--- src/rtl/mrd_pkg.sv ---
package mrd_pkg;

  typedef enum logic [2:0] {
    ST_CMD   = 3'd0,
    ST_ADDR  = 3'd1,
    ST_FETCH = 3'd2,
    ST_DATA  = 3'd3,
    ST_CRC   = 3'd4,
    ST_ONES  = 3'd5
  } seq_state_e;

endpackage

--- src/rtl/mrd_rx_deser.sv ---
module mrd_rx_deser #(
  parameter int RX_W = 24,
  localparam int CW  = $clog2(RX_W + 1)
) (
  input  logic            clk,
  input  logic            rst,
  input  logic            clr,
  input  logic            en,
  input  logic            bit_i,
  output logic [CW-1:0]   cnt_o,
  output logic [RX_W-1:0] data_nxt_o
);

  logic [RX_W-1:0] data_q;
  logic [CW-1:0]   cnt_q;

  // Bits arrive LSB first: shift in at the top, so after RX_W bits the
  // first bit sits at index 0.
  assign data_nxt_o = {bit_i, data_q[RX_W-1:1]};
  assign cnt_o      = cnt_q;

  always_ff @(posedge clk) begin
    if (rst || clr) begin
      data_q <= '0;
      cnt_q  <= '0;
    end else if (en) begin
      data_q <= data_nxt_o;
      cnt_q  <= cnt_q + 1'b1;
    end
  end

endmodule

--- src/rtl/mrd_crc16.sv ---
module mrd_crc16 #(
  parameter int             CRC_W = 16,
  parameter logic [CRC_W-1:0] POLY_R = 16'hA001
) (
  input  logic             clk,
  input  logic             rst,
  input  logic             clr,
  input  logic             en,
  input  logic             bit_i,
  output logic [CRC_W-1:0] crc_o,
  output logic [CRC_W-1:0] crc_nxt_o
);

  logic [CRC_W-1:0] crc_q;
  logic             fb;

  // Reflected, LSB-first serial update.
  assign fb        = crc_q[0] ^ bit_i;
  assign crc_nxt_o = (crc_q >> 1) ^ (fb ? POLY_R : '0);
  assign crc_o     = crc_q;

  always_ff @(posedge clk) begin
    if (rst || clr)
      crc_q <= '0;
    else if (en)
      crc_q <= crc_nxt_o;
  end

endmodule

--- src/rtl/mrd_seq.sv ---
module mrd_seq
  import mrd_pkg::*;
#(
  parameter int               ADDR_W   = 7,
  parameter int               DATA_W   = 8,
  parameter int               CMD_W    = 8,
  parameter int               ADR_BITS = 16,
  parameter logic [CMD_W-1:0] CMD_READ = 8'hF0,
  parameter int               CRC_W    = 16,
  parameter logic [CRC_W-1:0] CRC_POLY = 16'hA001
) (
  input  logic              clk,
  input  logic              rst,
  input  logic              bus_rst_i,
  input  logic              bit_in_vld_i,
  input  logic              bit_in_i,
  input  logic              slot_req_i,
  output logic              bit_out_o,
  output logic              mem_re_o,
  output logic [ADDR_W-1:0] mem_addr_o,
  input  logic [DATA_W-1:0] mem_rdata_i
);

  localparam int RX_W   = CMD_W + ADR_BITS;
  localparam int RX_CW  = $clog2(RX_W + 1);
  localparam int BIT_CW = $clog2(DATA_W);
  localparam int CC_W   = $clog2(CRC_W);
  localparam logic [RX_CW-1:0]  CMD_LAST  = RX_CW'(CMD_W - 1);
  localparam logic [RX_CW-1:0]  ADR_LAST  = RX_CW'(RX_W - 1);
  localparam logic [BIT_CW-1:0] BIT_PRE   = BIT_CW'(DATA_W - 2);
  localparam logic [BIT_CW-1:0] BIT_LAST  = BIT_CW'(DATA_W - 1);
  localparam logic [CC_W-1:0]   CRC_LAST  = CC_W'(CRC_W - 1);
  localparam logic [ADDR_W-1:0] BYTE_LAST = ADDR_W'((2 ** ADDR_W) - 1);

  seq_state_e         state_q, state_d;
  logic [DATA_W-1:0]  tx_q, tx_d;
  logic [DATA_W-1:0]  hold_q;
  logic [BIT_CW-1:0]  bidx_q, bidx_d;
  logic [ADDR_W-1:0]  baddr_q, baddr_d;
  logic [ADDR_W-1:0]  raddr_q, raddr_d;
  logic [CRC_W-1:0]   crcsh_q, crcsh_d;
  logic [CC_W-1:0]    ccnt_q, ccnt_d;
  logic               re_q, re_d;
  logic               rd_pend_q;
  logic               out_q, out_d;

  // receive side
  logic              rx_en;
  logic [RX_CW-1:0]  rx_cnt;
  logic [RX_W-1:0]   rx_nxt;
  logic [CMD_W-1:0]  cmd_byte;
  logic [ADR_BITS-1:0] start_adr;
  logic              adr_bad;

  // crc side
  logic              crc_en;
  logic              crc_bit;
  logic [CRC_W-1:0]  crc_cur;
  logic [CRC_W-1:0]  crc_nxt;

  logic in_rx_phase;
  assign in_rx_phase = (state_q == ST_CMD) || (state_q == ST_ADDR);
  assign rx_en       = bit_in_vld_i && !bus_rst_i && in_rx_phase;

  mrd_rx_deser #(.RX_W(RX_W)) u_rx (
    .clk        (clk),
    .rst        (rst),
    .clr        (bus_rst_i),
    .en         (rx_en),
    .bit_i      (bit_in_i),
    .cnt_o      (rx_cnt),
    .data_nxt_o (rx_nxt)
  );

  // After CMD_W bits the command occupies the top of the shifter; after
  // RX_W bits it sits at the bottom and the address above it.
  assign cmd_byte  = rx_nxt[RX_W-1 -: CMD_W];
  assign start_adr = rx_nxt[RX_W-1 -: ADR_BITS];
  assign adr_bad   = |start_adr[ADR_BITS-1:ADDR_W];

  assign crc_en  = !bus_rst_i &&
                   (rx_en || (slot_req_i && state_q == ST_DATA));
  assign crc_bit = (state_q == ST_DATA) ? tx_q[0] : bit_in_i;

  mrd_crc16 #(.CRC_W(CRC_W), .POLY_R(CRC_POLY)) u_crc (
    .clk       (clk),
    .rst       (rst),
    .clr       (bus_rst_i),
    .en        (crc_en),
    .bit_i     (crc_bit),
    .crc_o     (crc_cur),
    .crc_nxt_o (crc_nxt)
  );

  always_comb begin
    state_d = state_q;
    tx_d    = tx_q;
    bidx_d  = bidx_q;
    baddr_d = baddr_q;
    raddr_d = raddr_q;
    crcsh_d = crcsh_q;
    ccnt_d  = ccnt_q;
    re_d    = 1'b0;

    if (bus_rst_i) begin
      state_d = ST_CMD;
      tx_d    = '1;
      bidx_d  = '0;
      baddr_d = '0;
      crcsh_d = '1;
      ccnt_d  = '0;
    end else begin
      unique case (state_q)
        ST_CMD: begin
          if (bit_in_vld_i && rx_cnt == CMD_LAST)
            state_d = (cmd_byte == CMD_READ) ? ST_ADDR : ST_ONES;
        end
        ST_ADDR: begin
          if (bit_in_vld_i && rx_cnt == ADR_LAST) begin
            if (adr_bad) begin
              state_d = ST_ONES;
            end else begin
              re_d    = 1'b1;
              raddr_d = start_adr[ADDR_W-1:0];
              baddr_d = start_adr[ADDR_W-1:0];
              state_d = ST_FETCH;
            end
          end
        end
        ST_FETCH: begin
          if (rd_pend_q) begin
            tx_d    = mem_rdata_i;
            bidx_d  = '0;
            state_d = ST_DATA;
          end
        end
        ST_DATA: begin
          if (slot_req_i) begin
            tx_d   = {1'b1, tx_q[DATA_W-1:1]};
            bidx_d = bidx_q + 1'b1;
            if (bidx_q == BIT_PRE && baddr_q != BYTE_LAST) begin
              re_d    = 1'b1;
              raddr_d = baddr_q + 1'b1;
            end
            if (bidx_q == BIT_LAST) begin
              bidx_d = '0;
              if (baddr_q == BYTE_LAST) begin
                crcsh_d = ~crc_nxt;
                ccnt_d  = '0;
                state_d = ST_CRC;
              end else begin
                tx_d    = hold_q;
                baddr_d = baddr_q + 1'b1;
              end
            end
          end
        end
        ST_CRC: begin
          if (slot_req_i) begin
            crcsh_d = {1'b1, crcsh_q[CRC_W-1:1]};
            ccnt_d  = ccnt_q + 1'b1;
            if (ccnt_q == CRC_LAST)
              state_d = ST_ONES;
          end
        end
        default: state_d = ST_ONES;
      endcase
    end

    unique case (state_d)
      ST_DATA: out_d = tx_d[0];
      ST_CRC:  out_d = crcsh_d[0];
      default: out_d = 1'b1;
    endcase
  end

  always_ff @(posedge clk) begin
    if (rst) begin
      state_q   <= ST_CMD;
      tx_q      <= '1;
      bidx_q    <= '0;
      baddr_q   <= '0;
      raddr_q   <= '0;
      crcsh_q   <= '1;
      ccnt_q    <= '0;
      re_q      <= 1'b0;
      rd_pend_q <= 1'b0;
      out_q     <= 1'b1;
    end else begin
      state_q   <= state_d;
      tx_q      <= tx_d;
      bidx_q    <= bidx_d;
      baddr_q   <= baddr_d;
      raddr_q   <= raddr_d;
      crcsh_q   <= crcsh_d;
      ccnt_q    <= ccnt_d;
      re_q      <= re_d;
      rd_pend_q <= re_q && !bus_rst_i;
      out_q     <= out_d;
    end
  end

  // prefetch holding register: captures memory data the cycle it is valid
  always_ff @(posedge clk) begin
    if (rst)
      hold_q <= '1;
    else if (rd_pend_q)
      hold_q <= mem_rdata_i;
  end

  assign bit_out_o  = out_q;
  assign mem_re_o   = re_q;
  assign mem_addr_o = raddr_q;


  bus_reset_idle_chk: assert property (@(posedge clk) disable iff (rst)
    bus_rst_i |=> (bit_out_o && !mem_re_o && state_q == ST_CMD));


  mem_re_pulse_chk: assert property (@(posedge clk) disable iff (rst)
    mem_re_o |=> !mem_re_o);


  early_slot_one_chk: assert property (@(posedge clk) disable iff (rst)
    (state_q == ST_CMD || state_q == ST_ADDR || state_q == ST_FETCH) |-> bit_out_o);


  tail_ones_chk: assert property (@(posedge clk) disable iff (rst)
    (state_q == ST_ONES && slot_req_i && !bus_rst_i) |=> bit_out_o);


  hold_bit_chk: assert property (@(posedge clk) disable iff (rst)
    (state_q == ST_DATA && !slot_req_i && !bus_rst_i) |=> $stable(bit_out_o));


  no_read_when_ones_chk: assert property (@(posedge clk) disable iff (rst)
    (state_q == ST_ONES) |-> !mem_re_o);

endmodule

--- config.mk ---
export PLATFORM = sky130hd
export DESIGN_NAME = mrd_seq
export DESIGN_NICKNAME = d
export VERILOG_FILES = /design/src/rtl/mrd_pkg.sv /design/src/rtl/mrd_rx_deser.sv /design/src/rtl/mrd_crc16.sv /design/src/rtl/mrd_seq.sv
export SDC_FILE = /design/constraint.sdc
export NUM_CORES = 1
export LEC_CHECK = 0
export ABC_AREA = 0
export BUFFER_PORTS_ARGS = -buffer_cell sky130_fd_sc_hd__buf_2
export CORE_MARGIN = 2
export CORE_UTILIZATION = 56
export DETAILED_ROUTE_END_ITERATION = 10
export PLACE_DENSITY_LB_ADDON = 0.25
export REMOVE_ABC_BUFFERS = 1
export SYNTH_ARGS = -nofsm -noshare
export SYNTH_HDL_FRONTEND = slang
export SYNTH_SLANG_ARGS = --single-unit
--- constraint.sdc ---
create_clock -name clk -period 2.8 [get_ports clk]
set_input_delay 0.14 -clock clk [delete_from_list [all_inputs] [get_ports clk]]
set_output_delay 0.14 -clock clk [all_outputs]
set_load 0.01 [all_outputs]
==> results of run 1 <==
==> registers in the layout, indices dropped and copies added, names as in the netlist <==
| register | flops |
|---|---|
| u_rx.cnt_o | 5 |
| mem_addr_o | 7 |
| tx_q | 8 |
| bit_out_o | 1 |
| rd_pend_q | 1 |
| hold_q | 8 |
| ccnt_q | 4 |
| bidx_q | 3 |
| mem_re_o | 1 |
| u_crc.crc_o | 16 |
| u_rx.data_q | 15 |
| state_q | 3 |
| crcsh_q | 16 |
| baddr_q | 7 |
==> kinds of logic after synthesis <==
family / share of synthesized area
simple gates: 0.209
compound gates: 0.227
flops: 0.452
buf+inv: 0.0374
xor+xnor: 0.0324
mux: 0.0241
fa+ha+maj: 0.0178
==> layout make-up <==
type                    count  area (sq um)
repair buffers             34           213
inverters                   3          11.3
clock buffers              10           128
multi-input cells         364          2160
well taps                  99           124
fillers                   633          2650
flip-flops and latches     95          1900
clock inverters             6          70.1
==> worst max-delay path, delay by kind of cell, from the launching register on <==
kind | cells | cell delay (ps)
AO/OA/AOI/OAI | 2 | 720
adder cells (fa/ha/maj) | 1 | 330
flip-flops | 1 | 430
AND/OR/NAND/NOR | 3 | 750
==> synth_stat cells (all sizes together) (3+ instances only) <==
library cell	instances	area, sq um
dfxtp	95	1900
nand2	93	349
a21oi	62	310
o21ai	31	178
clkbuf	27	101
nor2	22	82.6
o211ai	16	120
nand3	15	75.1
nor3	12	65.1
nor2b	10	62.6
a221oi	9	78.8
mux2i	9	90.1
a211o	8	70.1
xor2	8	70.1
buf	7	45.0
and2	6	37.5
ha	6	75.1
nand4	6	37.5
xnor2	5	43.8
a31oi	3	18.8
and4b	3	30.0
inv	3	11.3
o2111ai	3	26.3
o31ai	3	22.5
==> layer usage <==
metal,global-route usage,vias up,share of wire
li1,-,1791,-
met1,0.317,1699,0.47
met2,0.360,93,0.46
met3,0.0417,19,0.046
met4,0.110,0,0.024
met5,0,-,0
==> stage by stage <==
step / TNS (ps) / instances
detailed placement: 0 / 590
global placement: 0 / 590
floorplan: -4420 / 462
global route: 0 / 611
finish: 0 / 611
CTS: 0 / 611
==> cells in the final DEF, fill, tap and decap left out, types with 3 or more instances in the layout <==
| master | netlist | layout |
|---|---|---|
| sky130_fd_sc_hd__xnor2_1 | 5 | 5 |
| sky130_fd_sc_hd__a221oi_1 | 9 | 9 |
| sky130_fd_sc_hd__nand4_1 | 6 | 6 |
| sky130_fd_sc_hd__buf_4 | 0 | 7 |
| sky130_fd_sc_hd__o2111ai_1 | 3 | 3 |
| sky130_fd_sc_hd__buf_2 | 3 | 22 |
| sky130_fd_sc_hd__and4b_1 | 3 | 3 |
| sky130_fd_sc_hd__nor2_1 | 22 | 22 |
| sky130_fd_sc_hd__dfxtp_1 | 95 | 95 |
| sky130_fd_sc_hd__clkinvlp_4 | 0 | 3 |
| sky130_fd_sc_hd__mux2i_1 | 9 | 9 |
| sky130_fd_sc_hd__and2_1 | 5 | 5 |
| sky130_fd_sc_hd__a31oi_1 | 3 | 3 |
| sky130_fd_sc_hd__a211o_1 | 8 | 8 |
| sky130_fd_sc_hd__a21oi_1 | 62 | 62 |
| sky130_fd_sc_hd__o21ai_0 | 21 | 21 |
| sky130_fd_sc_hd__dlygate4sd3_1 | 0 | 5 |
| sky130_fd_sc_hd__xor2_1 | 8 | 8 |
| sky130_fd_sc_hd__ha_1 | 6 | 6 |
| sky130_fd_sc_hd__clkbuf_8 | 0 | 9 |
| sky130_fd_sc_hd__o211ai_1 | 16 | 16 |
| sky130_fd_sc_hd__o31ai_1 | 3 | 3 |
| sky130_fd_sc_hd__nor2b_1 | 10 | 10 |
| sky130_fd_sc_hd__o21ai_1 | 8 | 8 |
| sky130_fd_sc_hd__nand3_1 | 15 | 15 |
| sky130_fd_sc_hd__nand2_1 | 93 | 93 |
| sky130_fd_sc_hd__nor3_1 | 11 | 11 |
| sky130_fd_sc_hd__inv_1 | 3 | 3 |
==> worst min-delay path by stage <==
stage,start,end,slack [ps],cells after the start
after global routing,mem_rdata_i[1],hold_q[1],20,2
after global placement,mem_rdata_i[4],hold_q[4],360,2
after floorplan,rst,mem_addr_o[2],210,1
after detailed placement,mem_rdata_i[4],hold_q[4],370,2
after CTS,mem_rdata_i[1],hold_q[1],4,2
final,mem_rdata_i[1],hold_q[1],8,2
==> power by group <==
group	switching, mW	internal, mW
Clock	0.490	0.418
Combinational	0.0623	0.0287
Sequential	0.00329	1.35
Total	0.555	1.80
==> out/results.md, run 1 <==
| Parameter | Reported |
| --- | --- |
| Final layout net count | 527 |
| Arrival time reported for the critical path endpoint | 2600 ps |
| Detailed placer's ending HPWL | 6.15 mm |
| Standard-cell row count | 31 |
| Worst flop-to-flop path startpoint | baddr_q[0] |
| Syn Std Cell Area | 4210 sq um |
| Die ar. | 8230 sq um |
| Final critical-path setup slack | 468 ps |
| Ordered cell list for the critical path | ha_1, nand3_1, o21ai_4, and2_0, nor2_1, a311oi_1 |
| Layout cells sized above 1 | 0.107 |
| Via density per instance | 5.90 |
| Post-Layout Inst Area | 4610 sq um |
| Reg clk slew, reported paths | 90 ps |
| Stage delay of the slowest cell on the critical path | 430 ps |
| Die extent in y | 90.7 um |
| Starting Density | 0.581 |
| Final Hold Slack | 8.45 ps |
| N_diodes | 0 |
| Post-CTS setup buffer count | 0 |
| Number of top-level pins | 23 |
| Global-route congestion overflow total | 0 |
| Commonest register cell after synthesis | sky130_fd_sc_hd__dfxtp_1 |
| Sum of routed wire length over all layers | 9.35 mm |
| Clock H-tree levels | 3 |
| Largest clock skew in the final design | 6.12 ps |
| Wire length of the first global-routing pass | 15.8 mm |
| Final core area utilization | 0.635 |
| Reg2reg setup slack | 470 ps |
| Yosys Warn Count | 0 |
| Area grow syn2layout | 9.36% |
| Status | finished clean |
| Worst hold path class | primary input to flop |
| Termination of the worst setup path | baddr_q[0] |
| Initial antenna violation count | 0 |
| Mean instance size in the synthesized netlist | 8.49 sq um |
| Power density over the cells | 511 nW/um^2 |
| Capturing element type of the critical path | flop |
| Number of enable-type register cells in the synthesized netlist | 0 |
| Via total after detailed routing | 3602 |
| Critical-path maximum fanout | 10 |
| Endpoint of the most critical register-to-register path | baddr_q[0] |
| Slowest stage cell on the critical path | sky130_fd_sc_hd__dfxtp_1 |
| Post-detailed-route wirelength per cell | 15.3 um |
| Die span in x | 90.7 um |
| Detailed-route DRC error count | 0 |
| Aggregate global-route resource usage | 0.233 |
| RSZ-0062 raised after global routing | false |
| R2r worst-path depth | 6 |
| Insertion delay to the later sink of the worst-skew pair | 360 ps |
| Clock tree root driver cell | sky130_fd_sc_hd__clkbuf_8 |
| Class of the most critical setup path | flop to flop |
| IO Port Bufs | 22 |
| First-pass DRT Iterations | 4 |
| Number of hold-repair buffers added at the cts stage | 5 |
| Gp weighted congestion | 0.922 |
| DRT antenna net count | 0 |
| Maximum clock insertion buffer count | 2 |
| Detailed Route Iter0 Violations | 251 |
| Vias in the first global route | 3305 |
| Total placed instance area | 4360 sq um |
| Leakage Power | 1.69 nW |
| WP data required | 3070 ps |
| Slew at the pin closest to its max-slew limit | 951 ps |
| Post-placement worst setup slack | 525 ps |
| Cell count after synthesis | 496 |
| # clock sinks | 95 |
| Type of origin of the critical path | flop |
| Highest clock frequency the design can meet | 0.429 GHz |
| Final setup violation count | 0 |
| Time the worst path needs with I/O delays and setup | 2330 ps |
| Fin. max-slew vios | 0 |
| Unique masters post-synth | 57 |
| # resized after CTS | 0 |
| TritonCTS clock tree | yes |
| Maxcap violations | 0 |
| Number of buffers inserted during clock tree synthesis | 9 |
| Overall power consumption | 2.35 mW |
| Placeable core region | 7250 sq um |
| Proportion of register bits with asynchronous set or reset after synthesis | 0 |
| Flop and latch count out of synthesis | 95 |
| Start point of the critical path | baddr_q[0] |
| Period utilization | 0.833 |
| Largest net degree at the start of global routing | 70 |
| Fraction of the yosys area taken by sequential cells | 0.452 |
| Worst ir drop on vdd | 0.000292 V |
| Hold Violations, Final | 0 |
| Tightest slew margin relative to the limit | 0.364 |
(Power assumes the default switching activity.)
==> run 2, diff against run 1 <==
--- a/config.mk
+++ b/config.mk
@@ -5,7 +5,7 @@
 export SDC_FILE = /design/constraint.sdc
 export NUM_CORES = 1
 export LEC_CHECK = 0
-export ABC_AREA = 0
+export ABC_AREA = 1
 export BUFFER_PORTS_ARGS = -buffer_cell sky130_fd_sc_hd__buf_2
 export CORE_MARGIN = 2
 export CORE_UTILIZATION = 56
==> constraint.sdc (replaced) <==
create_clock -name clk -period 2.3 [get_ports clk]
set_input_delay 0.115 -clock clk [delete_from_list [all_inputs] [get_ports clk]]
set_output_delay 0.115 -clock clk [all_outputs]
set_load 0.01 [all_outputs]
==> run 2 against run 1 <==
Total power is 23% higher; clock power is 20% higher; critical path depth is 7 higher; largest power group unchanged; combinational power is 44% higher; design area is 0.65% lower; area after synthesis is 0.59% lower; worst setup slack worse by 160 ps; highest routed layer unchanged; sequential cell count stayed put; die area is 0.56% lower.
==> out/results.md, run 2 <==
| Parameter | Reported |
| --- | --- |
| Hold Violations, Final | 0 |
| Global-route congestion overflow total | 0 |
| Final critical-path setup slack | 308 ps |
| DRT antenna net count | 0 |
| Insertion delay to the later sink of the worst-skew pair | 370 ps |
| Aggregate global-route resource usage | 0.231 |
| Maxcap violations | 0 |
| Number of buffers inserted during clock tree synthesis | 9 |
| # resized after CTS | 0 |
| Post-placement worst setup slack | 340 ps |
| Slew at the pin closest to its max-slew limit | 543 ps |
| Most common cell in the synthesized netlist | sky130_fd_sc_hd__nand2_1 |
| Endpoint of the most critical register-to-register path | bit_out_o |
| Placeable core region | 7250 sq um |
| Die ar. | 8180 sq um |
| Time the worst path needs with I/O delays and setup | 1990 ps |
| Detailed placer's ending HPWL | 6.16 mm |
| Flop and latch count out of synthesis | 95 |
| Detailed-route DRC error count | 0 |
| TritonCTS clock tree | yes |
| Clock tree root driver cell | sky130_fd_sc_hd__clkbuf_8 |
| Start point of the critical path | bidx_q[0] |
| # clock sinks | 95 |
| Final setup violation count | 0 |
| Commonest register cell after synthesis | sky130_fd_sc_hd__dfxtp_1 |
| Main area contributors after synthesis | sky130_fd_sc_hd__dfxtp_1, sky130_fd_sc_hd__nand2_1, sky130_fd_sc_hd__nor2_1 |
| Area share of the largest cell type after synthesis | 0.454 |
| Met2 layer usage reported by global route | 0.383 |
| Slowest stage cell on the critical path | sky130_fd_sc_hd__dfxtp_1 |
| Proportion of register bits with asynchronous set or reset after synthesis | 0 |
| Commonest cells after routing, fill and taps aside | sky130_fd_sc_hd__nand2_1, sky130_fd_sc_hd__dfxtp_1, sky130_fd_sc_hd__nor2_1 |
| Standard-cell row count | 31 |
| R2r worst-path depth | 13 |
| Clock H-tree levels | 3 |
| Post-Layout Inst Area | 4580 sq um |
| First-pass DRT Iterations | 6 |
| Sum of routed wire length over all layers | 8.96 mm |
| Fin. max-slew vios | 0 |
| IO Port Bufs | 22 |
| Tightest slew margin relative to the limit | 0.637 |
| Yosys Warn Count | 0 |
| Arrival time reported for the critical path endpoint | 2260 ps |
| Critical-path maximum fanout | 17 |
| Footprint of the multi-input gates | 1920 sq um |
| Capturing element type of the critical path | flop |
| Detailed Route Iter0 Violations | 233 |
| Ordered cell list for the critical path | ha_1, ha_1, nand2_1, inv_1, nand3_4, nand2_2, nand2_4, inv_2, nor2_1, nor2_2, nand2_1, nand2_1, nand2_1 |
| Period utilization | 0.866 |
| Total of fill cells in the finished design | 646 |
| Largest clock skew in the final design | 9.66 ps |
| Crit path top cell by count | sky130_fd_sc_hd__nand2_1 |
| Stage delay of the slowest cell on the critical path | 390 ps |
| Starting Density | 0.577 |
| Fraction of the yosys area taken by sequential cells | 0.454 |
| Type of origin of the critical path | flop |
| Worst flop-to-flop path startpoint | bidx_q[0] |
| Initial antenna violation count | 0 |
| Worst ir drop on vdd | 0.000500 V |
| Gp weighted congestion | 0.788 |
| Mean instance size in the synthesized netlist | 7.53 sq um |
| Final core area utilization | 0.631 |
| Syn Std Cell Area | 4190 sq um |
| Met1 capacity usage during global routing | 0.293 |
| RSZ-0062 raised after global routing | false |
| Post-CTS setup buffer count | 0 |
| Unique masters post-synth | 36 |
| Largest net degree at the start of global routing | 49 |
| GRT Max-Usage Layer | met2 |
| Via density per instance | 5.39 |
| Final layout net count | 596 |
| Die extent in y | 90.5 um |
| Power density over the cells | 632 nW/um^2 |
| Worst hold path class | primary input to flop |
| Highest clock frequency the design can meet | 0.502 GHz |
| Layout cells sized above 1 | 0.124 |
| Die span in x | 90.5 um |
| Via total after detailed routing | 3664 |
| Vias in the first global route | 3476 |
| Cell count after synthesis | 556 |
| Status | finished clean |
| Leakage Power | 2.05 nW |
| Area grow syn2layout | 9.29% |
| Reg2reg setup slack | 310 ps |
| Most common cell after layout, fill and taps aside | sky130_fd_sc_hd__nand2_1 |
| Overall power consumption | 2.89 mW |
| Cell type with the highest aggregate area in the netlist | sky130_fd_sc_hd__dfxtp_1 |
| Total placed instance area | 4350 sq um |
| Footprint of the flip-flops and latches | 1900 sq um |
| Maximum clock insertion buffer count | 2 |
| Number of top-level pins | 23 |
| Reg clk slew, reported paths | 90 ps |
| N_diodes | 0 |
| WP data required | 2570 ps |
| Post-detailed-route wirelength per cell | 13.2 um |
| Routing usage on met3 | 0.0518 |
| Class of the most critical setup path | flop to flop |
| Most frequent cells after synthesis | sky130_fd_sc_hd__nand2_1, sky130_fd_sc_hd__dfxtp_1, sky130_fd_sc_hd__nor2_1 |
| Wire length of the first global-routing pass | 15.6 mm |
| Number of enable-type register cells in the synthesized netlist | 0 |
| Termination of the worst setup path | bit_out_o |
-- run 2: cell types whose count changed after synthesis, moves of 10 or more --
cell                        before  now
sky130_fd_sc_hd__a211oi_1        0   15
sky130_fd_sc_hd__nor2_1         22   65
sky130_fd_sc_hd__nand3_1        15   28
sky130_fd_sc_hd__o21ai_0        21   35
sky130_fd_sc_hd__nor2b_1        10    0
sky130_fd_sc_hd__nand2_1        93  118
sky130_fd_sc_hd__o2111ai_1       3   19
sky130_fd_sc_hd__clkbuf_1       27    9
sky130_fd_sc_hd__a21oi_1        62   34
sky130_fd_sc_hd__inv_1           3   58
-- run 2: area by class of cell --
cell class	instances	area share
repair buffers	31	0.0410
clock buffers	12	0.0317
flip-flops and latches	95	0.416
clock inverters	4	0.00984
well taps	99	0.0271
inverters	67	0.0555
multi-input cells	372	0.419
-- run 2: timing repair --
action,CTS,global route
setup endpoints to repair,0,0
hold buffers,4,0
hold endpoints to repair,5,0
-- run 2: per-layer routing --
layer,part of all wire,up-vias
met5,0,-
met4,0.018,0
met3,0.054,13
met2,0.47,93
met1,0.46,1675
li1,-,1883
-- run 2: logic make-up (layout without fill, tap and decap cells) --
logic type,Yosys count,in the layout,synth area share
buffers and inverters,89,114,0.0882
XOR/XNOR,4,4,0.00837
AND/OR/NAND/NOR,242,242,0.254
adder cells (fa/ha/maj),6,6,0.0179
flip-flops,95,95,0.454
AO/OA/AOI/OAI,120,120,0.178
-- run 2: how the worst min path moves through the flow --
| stage | start | end | slack, ps | cells past startpoint |
|---|---|---|---|---|
| after CTS | mem_rdata_i[5] | hold_q[5] | 0.8 | 3 |
| after detailed placement | mem_rdata_i[7] | hold_q[7] | 360 | 3 |
| after global placement | mem_rdata_i[7] | hold_q[7] | 360 | 3 |
| after global routing | mem_rdata_i[5] | hold_q[5] | 20 | 3 |
| final | mem_rdata_i[5] | hold_q[5] | 9 | 3 |
| after floorplan | rst | rd_pend_q | 190 | 1 |
-- run 2: metrics by stage --
step	hold slack, ps	std cells	TNS (ps)
floorplan	187	534	-608
global placement	357	660	0
detailed placement	357	660	0
CTS	0.841	680	0
global route	18.4	680	0
finish	9.27	680	0
-- run 2: power breakdown --
part | switching [mW] | internal [mW] | total, mW
Combinational | 0.0907 | 0.0403 | 0.131
Clock | 0.563 | 0.528 | 1.09
Sequential | 0.0109 | 1.66 | 1.67
-- run 2: critical path: cells and delay by family (launching register included) --
family,cells,cell delay (ps)
flops,1,390
fa+ha+maj,2,390
simple gates,9,890
buf+inv,2,220
==> run 3, diff against run 2 <==
==> constraint.sdc (replaced) <==
create_clock -name clk -period 2 [get_ports clk]
set_input_delay 0.1 -clock clk [delete_from_list [all_inputs] [get_ports clk]]
set_output_delay 0.1 -clock clk [all_outputs]
set_load 0.01 [all_outputs]
==> run 3 against run 2 <==
Final cell count is 1.3% higher; utilization is 1.7 points higher; clock-buffer cell count stayed put; critical path depth stayed put; largest cell class unchanged.
==> out/results.md, run 3 (synthesis gave the netlist of run 2 again) <==
| Parameter | Reported |
| --- | --- |
| Total placed instance area | 4410 sq um |
| Arrival time reported for the critical path endpoint | 2110 ps |
| WP data required | 2260 ps |
| Area grow syn2layout | 12.2% |
| Type of origin of the critical path | flop |
| Global-route congestion overflow total | 0 |
| Die span in x | 90.5 um |
| Number of buffers inserted during clock tree synthesis | 9 |
| Final setup violation count | 0 |
| N_diodes | 0 |
| Footprint of the flip-flops and latches | 1900 sq um |
| Detailed-route DRC error count | 0 |
| Clock tree root driver cell | sky130_fd_sc_hd__clkbuf_8 |
| Final layout net count | 605 |
| Largest clock skew in the final design | 7.56 ps |
| Power density over the cells | 746 nW/um^2 |
| IO Port Bufs | 22 |
| Leakage Power | 2.10 nW |
| Largest net degree at the start of global routing | 49 |
| Via density per instance | 5.42 |
| Post-detailed-route wirelength per cell | 13.5 um |
| Met1 capacity usage during global routing | 0.312 |
| Layout cells sized above 1 | 0.139 |
| Highest clock frequency the design can meet | 0.541 GHz |
| Tightest slew margin relative to the limit | 0.617 |
| Via total after detailed routing | 3734 |
| Hold Violations, Final | 0 |
| Final core area utilization | 0.648 |
| Worst ir drop on vdd | 0.000470 V |
| Footprint of the multi-input gates | 1930 sq um |
| Most common cell after layout, fill and taps aside | sky130_fd_sc_hd__nand2_1 |
| Time the worst path needs with I/O delays and setup | 1850 ps |
| Placeable core region | 7250 sq um |
| First-pass DRT Iterations | 5 |
| Die extent in y | 90.5 um |
| Gp weighted congestion | 0.830 |
| Detailed placer's ending HPWL | 6.33 mm |
| Wire length of the first global-routing pass | 16.1 mm |
| Routing usage on met3 | 0.0409 |
| Starting Density | 0.577 |
| Critical-path maximum fanout | 17 |
| GRT Max-Usage Layer | met2 |
| Total of fill cells in the finished design | 638 |
| Slew at the pin closest to its max-slew limit | 574 ps |
| RSZ-0062 raised after global routing | false |
| Maxcap violations | 0 |
| Met2 layer usage reported by global route | 0.392 |
| Die ar. | 8180 sq um |
| Detailed Route Iter0 Violations | 218 |
| Worst hold path class | primary input to flop |
| Clock H-tree levels | 3 |
| Reg clk slew, reported paths | 90 ps |
| Post-Layout Inst Area | 4700 sq um |
| Vias in the first global route | 3559 |
| Initial antenna violation count | 0 |
| Post-CTS setup buffer count | 0 |
| Total negative slack | 0 ps |
| DRT antenna net count | 0 |
| Sum of routed wire length over all layers | 9.31 mm |
| TritonCTS clock tree | yes |
| # clock sinks | 95 |
| Number of top-level pins | 23 |
| Fin. max-slew vios | 0 |
| Capturing element type of the critical path | flop |
| Class of the most critical setup path | flop to flop |
| Insertion delay to the later sink of the worst-skew pair | 360 ps |
| Aggregate global-route resource usage | 0.239 |
| Period utilization | 0.925 |
| Reg2reg setup slack | 150 ps |
| Standard-cell row count | 31 |
| Status | finished clean |
| Maximum clock insertion buffer count | 2 |
| Commonest cells after routing, fill and taps aside | sky130_fd_sc_hd__nand2_1, sky130_fd_sc_hd__dfxtp_1, sky130_fd_sc_hd__nor2_1 |
-- run 3: area by class of cell --
type,count,area share
Clock buffer,12,0.0330
Clock inverter,4,0.0162
Inverter,67,0.0541
Multi-Input combinational cell,372,0.410
Sequential cell,95,0.405
Tap cell,99,0.0264
Timing Repair Buffer,40,0.0549
-- run 3: layer usage --
metal,up-vias,part of all wire
li1,1901,-
met1,1735,0.48
met2,80,0.46
met3,18,0.038
met4,0,0.019
met5,-,0
-- run 3: metrics by stage --
step / total power [mW] / setup WS (ps) / std cells / hold WS (ps)
after floorplan: 2.05 / -385 / 534 / 172
after global placement: 2.11 / 157 / 668 / 345
after detailed placement: 2.11 / 103 / 668 / 359
after CTS: 3.53 / 98.0 / 689 / 5.38
after global routing: 3.64 / 1.81 / 689 / 19.2
final: 3.50 / 150 / 689 / 18.5
-- run 3: final timing paths --
path / start / to / depth (start not counted)
setup / recovery: bidx_q[0] / bit_out_o / 13
setup reg to reg: bidx_q[0] / bit_out_o / 13
hold / removal: mem_rdata_i[3] / hold_q[3] / 3
hold reg to reg: mem_re_o / rd_pend_q / 2
-- run 3: repair_timing --
action | CTS | global route
endpoints found under the setup margin | 0 | 11
endpoints found under the hold margin | 6 | 0
hold buffers | 5 | 0
gates resized for setup | 0 | 2
-- run 3: critical path, stage by stage, from the launching register on --
cell and delay [ps]:
sky130_fd_sc_hd__dfxtp_1 390, sky130_fd_sc_hd__ha_1 170, sky130_fd_sc_hd__ha_1 230, sky130_fd_sc_hd__nand2_1 80, sky130_fd_sc_hd__inv_1 110, sky130_fd_sc_hd__nand3_4 110
sky130_fd_sc_hd__nand2_2 90, sky130_fd_sc_hd__nand2_4 140, sky130_fd_sc_hd__inv_2 110, sky130_fd_sc_hd__nor2_1 50, sky130_fd_sc_hd__nor2_2 120, sky130_fd_sc_hd__nand2_1 60
sky130_fd_sc_hd__nand2_1 50, sky130_fd_sc_hd__nand2_1 50
-- run 3: where the power goes --
group / switching (mW) / leakage (nW) / internal [mW]
clock network: 0.651 / 0.113 / 0.778
logic: 0.107 / 1.22 / 0.0490
registers: 0.0112 / 0.769 / 1.91
